<file path="config.mk">
export PLATFORM = sky130hd
export DESIGN_NAME = serial_dac_bank
export DESIGN_NICKNAME = d
export VERILOG_FILES = /design/src/rtl/dacb_pkg.sv /design/src/rtl/serial_shifter.sv /design/src/rtl/chan_decoder.sv /design/src/rtl/code_latch.sv /design/src/rtl/serial_dac_bank.sv
export SDC_FILE = /design/constraint.sdc
export NUM_CORES = 1
export LEC_CHECK = 0
export BUFFER_PORTS_ARGS = -buffer_cell sky130_fd_sc_hd__buf_2
export CORE_UTILIZATION = 45
export DETAILED_ROUTE_END_ITERATION = 16
export GPL_ROUTABILITY_DRIVEN = 0
export PLACE_DENSITY = 0.69
export SYNTH_ARGS = -nofsm -noshare
export SYNTH_HDL_FRONTEND = slang
export SYNTH_SLANG_ARGS = --single-unit
</file>
<file path="constraint.sdc">
create_clock -name clk -period 1.7 [get_ports clk]
set_input_delay 0.34 -clock clk [delete_from_list [all_inputs] [get_ports clk]]
set_output_delay 0.34 -clock clk [all_outputs]
set_load 0.03 [all_outputs]
</file>
<file path="src/rtl/dacb_pkg.sv">
// Package: dacb_pkg
// Holds the shared sizes and the select-field decoding for the serial DAC register bank.
// Assumes the frame is the code followed by the select field, with the select bits in reversed weight order.
package dacb_pkg;
    localparam int NUM_CH  = 8;
    localparam int CODE_W  = 8;
    localparam int SEL_W   = 4;
    localparam int FRAME_W = CODE_W + SEL_W;

    // Turns the raw select bits (the oldest bit at the top) into a number, with the oldest bit as the least significant.
    function automatic logic [SEL_W-1:0] sel_value(input logic [SEL_W-1:0] raw);
        logic [SEL_W-1:0] v;
        for (int j = 0; j < SEL_W; j++) begin
            v[j] = raw[SEL_W-1-j];
        end
        return v;
    endfunction
endpackage

</file>
<file path="src/rtl/serial_shifter.sv">
// Module: serial_shifter
// Finds the edges of the shift clock, shifts serial data in on its rising edge and updates the
// cascade output on its falling edge. Assumes sclk and sdi are already synchronous to clk.
module serial_shifter #(
    parameter int FRAME_W = 12
) (
    input  logic               clk,
    input  logic               rst_n,
    input  logic               sclk,
    input  logic               sdi,
    output logic [FRAME_W-1:0] frame,
    output logic               sdo
);
    logic sclk_q;
    logic sclk_rise;
    logic sclk_fall;

    // Finds the shift-clock edges from the current and the previous sample.
    always_comb begin
        sclk_rise = sclk & ~sclk_q;
        sclk_fall = ~sclk & sclk_q;
    end

    // Stores the previous shift-clock sample.
    always_ff @(posedge clk) begin
        if (!rst_n) sclk_q <= 1'b0;
        else        sclk_q <= sclk;
    end

    // Shifts the frame register by one place at each rising shift-clock edge.
    always_ff @(posedge clk) begin
        if (!rst_n)         frame <= '0;
        else if (sclk_rise) frame <= {frame[FRAME_W-2:0], sdi};
    end

    // Presents the last stage on the cascade output at each falling shift-clock edge.
    always_ff @(posedge clk) begin
        if (!rst_n)         sdo <= 1'b0;
        else if (sclk_fall) sdo <= frame[FRAME_W-1];
    end

    assert_shift_in_R2: assert property (@(posedge clk) disable iff (!rst_n)
        sclk_rise |=> frame[0] == $past(sdi));

    assert_cascade_out_R7: assert property (@(posedge clk) disable iff (!rst_n)
        sclk_fall |=> sdo == $past(frame[FRAME_W-1]));

    assert_sdo_hold_R7: assert property (@(posedge clk) disable iff (!rst_n)
        !sclk_fall |=> $stable(sdo));
endmodule

</file>
<file path="src/rtl/chan_decoder.sv">
// Module: chan_decoder
// Turns the select field and the load strobe into one write enable per channel.
// Assumes select value n (1..NUM_CH) addresses channel n. Every other value raises no enable.
module chan_decoder
    import dacb_pkg::*;
#(
    parameter int N_CH = NUM_CH,
    parameter int S_W  = SEL_W
) (
    input  logic [S_W-1:0]  sel_raw,
    input  logic            load,
    output logic [N_CH-1:0] we
);
    logic [S_W-1:0] sel;

    // Puts the select bits into numeric order.
    always_comb begin
        for (int j = 0; j < S_W; j++) sel[j] = sel_raw[S_W-1-j];
    end

    // Raises the enable of the addressed channel while the strobe is high.
    always_comb begin
        for (int i = 0; i < N_CH; i++) begin
            we[i] = load && (sel == S_W'(i + 1));
        end
    end

    always_comb begin
        assert_single_enable_R5: assert ($onehot0(we));
    end
endmodule

</file>
<file path="src/rtl/code_latch.sv">
// Module: code_latch
// Holding register for one channel's code. It takes the new code on every clock edge at which
// its enable is high and holds it otherwise.
module code_latch #(
    parameter int CODE_W = 8
) (
    input  logic              clk,
    input  logic              rst_n,
    input  logic              we,
    input  logic [CODE_W-1:0] din,
    output logic [CODE_W-1:0] q
);
    // Loads the code when enabled and clears it on reset.
    always_ff @(posedge clk) begin
        if (!rst_n)  q <= '0;
        else if (we) q <= din;
    end

    assert_hold_when_idle_R6: assert property (@(posedge clk) disable iff (!rst_n)
        !we |=> $stable(q));
endmodule

</file>
<file path="src/rtl/serial_dac_bank.sv">
// Module: serial_dac_bank
// Top level of the addressed serial DAC register bank: a serial frame register, the channel
// decoder and one holding latch per channel, with the latched codes side by side on ch_codes.
// Assumes all inputs are synchronous to clk.
module serial_dac_bank
    import dacb_pkg::*;
#(
    parameter int CH     = NUM_CH,
    parameter int CW     = CODE_W,
    parameter int SW     = SEL_W
) (
    input  logic           clk,
    input  logic           rst_n,
    input  logic           sclk,
    input  logic           sdi,
    input  logic           load,
    output logic           sdo,
    output logic [CH*CW-1:0] ch_codes
);
    localparam int FW = CW + SW;

    logic [FW-1:0] frame;
    logic [CH-1:0] we;
    logic [SW-1:0] sel_num;

    serial_shifter #(.FRAME_W(FW)) i_shifter (
        .clk   (clk),
        .rst_n (rst_n),
        .sclk  (sclk),
        .sdi   (sdi),
        .frame (frame),
        .sdo   (sdo)
    );

    chan_decoder #(.N_CH(CH), .S_W(SW)) i_decoder (
        .sel_raw (frame[FW-1:CW]),
        .load    (load),
        .we      (we)
    );

    // Builds one holding latch for each channel.
    generate
        for (genvar g = 0; g < CH; g++) begin : g_ch
            code_latch #(.CODE_W(CW)) i_latch (
                .clk   (clk),
                .rst_n (rst_n),
                .we    (we[g]),
                .din   (frame[CW-1:0]),
                .q     (ch_codes[g*CW +: CW])
            );

            assert_write_lands_R3: assert property (@(posedge clk) disable iff (!rst_n)
                we[g] |=> ch_codes[g*CW +: CW] == $past(frame[CW-1:0]));
        end
    endgenerate

    // Numeric select value, used only by the checks below.
    always_comb sel_num = sel_value(frame[FW-1:CW]);

    assert_unused_select_R4: assert property (@(posedge clk) disable iff (!rst_n)
        (load && (sel_num == '0 || int'(sel_num) > CH)) |=> $stable(ch_codes));

    assert_no_load_no_change_R6: assert property (@(posedge clk) disable iff (!rst_n)
        !load |=> $stable(ch_codes));
endmodule

</file>
# == Word level (Yosys, flattened, before mapping) ==
# Index checks and enable logic that the tools add are counted.
# classes
eq_ne,8
bitwise,4
reduce_logical,8
# op_table
cell,n
equality test 4 x 3 -> 1 bit (second input constant),4
equality test 4 x 2 -> 1 bit (second input constant),2
logical AND 1 bit,8
equality test 4 x 1 -> 1 bit (second input constant),1
equality test 4 bit (second input constant),1
AND 1 bit,2
NOT 1 bit,2
# word_totals
ff_bits,78
inputBits,5
output_inout_bits,65

# == Longest topological paths before layout ==
# logic_depth
word_depth,2
ltp_mapped,5
ltp_nobuf,3

# == By module ==
# A second synthesis with hierarchy kept.
# unflattened
cells_unflattened,260
area_unflattened_um2,3007.9
# by_module_without_submodules
mod,n_inst,cells_each,area_per_inst_um2,seq_area_each_um2
code_latch,8,25,301.5,160.2
serial_shifter,1,46,523.0,280.3
chan_decoder,1,14,72.6,0.0

# == Least setup slack after synthesis ==
# No wires, ideal clock.
# synth_timing
path_type,flip-flop to flip-flop
startpoint,register i_shifter.frame[10]
endpoint,register g_ch[1].i_latch.q[4]
setup_time_ps,126
t_arrival_ps,1150
required_time_ps,1574
path_slack_ps,424
path_stages_with_launch,5
period_less_slack_ps,1276
cell_sequence,dfxtp_1 > nand2_1 > or4_1 > buf_6 > mux2i_1
# synth_via
elab_chain_len,2
# synth_lines
item,line_no,text
from (decl),serial_shifter.sv:11,"output logic [FRAME_W-1:0] frame,"
from (signal assigned),serial_shifter.sv:33,"else if (sclk_rise) frame <= {frame[FRAME_W-2:0], sdi};"
equality test 4 x 2 -> 1 bit,chan_decoder.sv:24,we[i] = load && (sel == S_W'(i + 1));
logical AND 1 bit,chan_decoder.sv:24,
to (signal assigned),code_latch.sv:16,else if (we) q <= din;
to (decl),code_latch.sv:11,output logic [CODE_W-1:0] q
# No other way between the ends.
# A chain may end at the register's enable or synchronous reset.

# == Final worst setup path ==
# layout_timing
startpoint,register i_shifter.frame[11]
endpoint,register g_ch[2].i_latch.q[2]
# layout_via
elab_chain_len,2
# layout_lines
item,line_no
equality test 4 x 2 -> 1 bit,chan_decoder.sv:24
logical AND 1 bit,chan_decoder.sv:24
to (signal assigned),code_latch.sv:16
to (decl),code_latch.sv:11
# No other way between the ends.

==> run metrics <==
status finished clean; CTS Buf Count 9; setup TNS 0 ns; Starting Density 47.5%; Design Area, Final 3510 sq um; # diodes 0; CTS Hold Buffers Added 0; DIE WIDTH 82.0 microns; Post-DP HPWL between 4000 and 5000 microns; Initial DRC Count between 60 and 70; TritonCTS Sinks 78; sequential area share after synthesis 54.3%; Clock Skews roughly 0.0076 ns; period utilization 90.8%; FF-to-FF End g_ch[2].i_latch.q[2]; Clock Root Buffer clkbuf_8; area taken by flip-flops and latches 1560 sq um; cell taking the most area after synthesis dfxtp_1; Final setup viols 0; crit path time final around 1.5 ns; Mapped Cells 286; highest clock rate around 650 MHz; Nets 363; critical path required time 1.91 ns; clk slew on worst S/H paths 0.08 ns; Power Density 962 nW/um^2; antenna violations before repair 0; most area-consuming cells after synthesis dfxtp_1, mux2i_1, nand2_1; synthesized area 2880 sq um; P_leak ~0.0017 uW; # IOs 70; TritonCTS clock tree done; FF-to-FF Start i_shifter.frame[11]; CP max FO 8; Placed Area 3290 sq um; CP max-delay cell or3_1; hold worst-path end i_shifter.sclk_q; Yosys top cell area share 54.3%; Worst path max stage delay 0.55 ns; GRT overflow 0; largest buffer count on any clock path 2; RSZ-0062 raised after global routing no; core area 6060 sq um; Vias/cell 4.95; CP top delay family simple AND/OR/NAND/NOR gates; Ys Warns 0; Max IR drop VDD 0.582 mV; Worst setup EP type flip-flop; number of global-route vias before repair 2068; die area around 6700 sq um; Worst Hold Launch sclk; max_slew headroom 66.4%; critical path class reg -> reg; DR vias 2168; worst skew pair latency 0.35 ns; Initial DRT Pass Iterations 4; setup slack, reg-to-reg 0.16 ns; final slew viol count 0; Final Hold Viols 0; GR Util All Layers 20.1%; CP bufs+invs 0; global-route wire length before repair roughly 10000 microns; Die Height around 82 microns; synthesized flop and latch total 78; WL final 6190 microns; crit-path cells nand3_1, or3_1, mux2i_1; H-Tree Depth 3; post_cts resized 0; worst-margin pin slew 0.504 ns; Multi-input gate area 1230 sq um; DRT antenna net count 0; fill count 571; Max-Cap Viols 0; postcts setup bufs 0; FF-to-FF path depth 3; hold depth 2; Hold Crit Class in -> reg; Worst setup SP type flip-flop; area grow syn2layout 22.1%; average routed wire per standard cell around 14 microns; Port Buffers slightly below 70; DRC Markers 0; Synthesized Nets roughly 290; fin cells 438; Arr. time, crit path between 1.5 and 2 ns; maximum number of pins on one net before global-route repair 31; Distinct cells, synth 18; share of layout cells above drive strength 1 a little over a quarter; Hold Slack 0.225 ns; Synth Area per Inst 10.1 sq um; num rows 28; placed cell count 422
==> how the worst max path moves through the flow <==
stage                                   start                   end  slack (ns)  cells past startpoint
after global placement                   load  g_ch[1].i_latch.q[4]        0.18                      4
after global routing      i_shifter.frame[11]  g_ch[0].i_latch.q[1]        0.04                      3
final                     i_shifter.frame[11]  g_ch[2].i_latch.q[2]        0.16                      3
after detailed placement                 load  g_ch[1].i_latch.q[2]        0.15                      4
after floorplan           i_shifter.frame[10]  g_ch[1].i_latch.q[4]        0.42                      4
after CTS                 i_shifter.frame[11]  g_ch[2].i_latch.q[2]        0.17                      3
==> flip-flops by register name, indices dropped and copies added, names as in the netlist <==
name / count
i_shifter.sclk_q: 1
i_shifter.frame: 12
i_shifter.sdo: 1
g_ch.i_latch.q: 64
==> through the flow <==
stage / setup slack [ns] / utilization, % / total power (uW)
after floorplan: 0.424 / - / 1920
after global placement: 0.184 / 54.4 / 1940
after detailed placement: 0.150 / 54.4 / 1950
after CTS: 0.171 / 58.0 / 3410
after global routing: 0.0404 / 58.0 / 3490
final: 0.156 / 58.0 / 3380
==> worst reg2reg max path: cells and delay by family (launching register included) <==
kind | cells | cell delay [ns]
flip-flops | 1 | 0.49
multiplexers | 1 | 0.20
AND/OR/NAND/NOR | 2 | 0.71
==> layout by cell type (no fill, tap or decap), drive strengths merged <==
cell type | netlist | routed
a21boi | 12 | 12
and2 | 1 | 1
buf | 9 | 78
bufinv | 0 | 1
clkbuf | 8 | 14
clkinvlp | 0 | 1
dfxtp | 78 | 78
mux2i | 65 | 65
nand2 | 97 | 97
nand2b | 3 | 3
nand3 | 1 | 1
nand3b | 3 | 3
nor2 | 2 | 2
nor2b | 2 | 2
nor3 | 1 | 1
nor3b | 1 | 1
or3 | 2 | 2
or4 | 1 | 1
==> kinds of logic after synthesis <==
family / count (synthesis) / synth area share, %
AOI/OAI and AO/OA: 12 / 3.13
DFF: 78 / 54.3
muxes: 65 / 22.6
buffers and inverters: 17 / 3.13
and+or+nand+nor: 114 / 16.9
==> layout make-up <==
cell class,count,area share [%]
Timing Repair Buffer,78,11.7
Sequential cell,78,44.4
Tap cell,75,2.67
Clock inverter,2,1.07
Clock buffer,14,5.20
Multi-Input combinational cell,191,34.9
==> power by group <==
part	total [uW]	leakage [uW]	internal [uW]	switching [uW]
Clock	1480	0.000109	840	640
Combinational	70.6	0.000961	20.1	50.6
Sequential	1830	0.000628	1830	2.26
Total	3380	0.00170	2690	693
==> layer usage <==
metal / share of wire (%) / vias to the layer above / GRT usage (%) / wire length, microns
met5: 0 / - / 0 / 0
met4: 1.8 / 0 / 9.47 / 110
met3: 5.0 / 9 / 4.44 / 310
met2: 46 / 54 / 32.1 / 2820
met1: 48 / 1013 / 25.6 / 2940
li1: - / 1092 / - / -
==> Yosys cell counts (all sizes together) <==
library cell / instances
dfxtp: 78
and2: 1
nand3: 1
nand2: 97
nor2b: 2
nor3b: 1
or3: 2
nor3: 1
or4: 1
nand3b: 3
buf: 9
nand2b: 3
mux2i: 65
clkbuf: 8
a21boi: 12
nor2: 2
(Power assumes the default switching activity.)
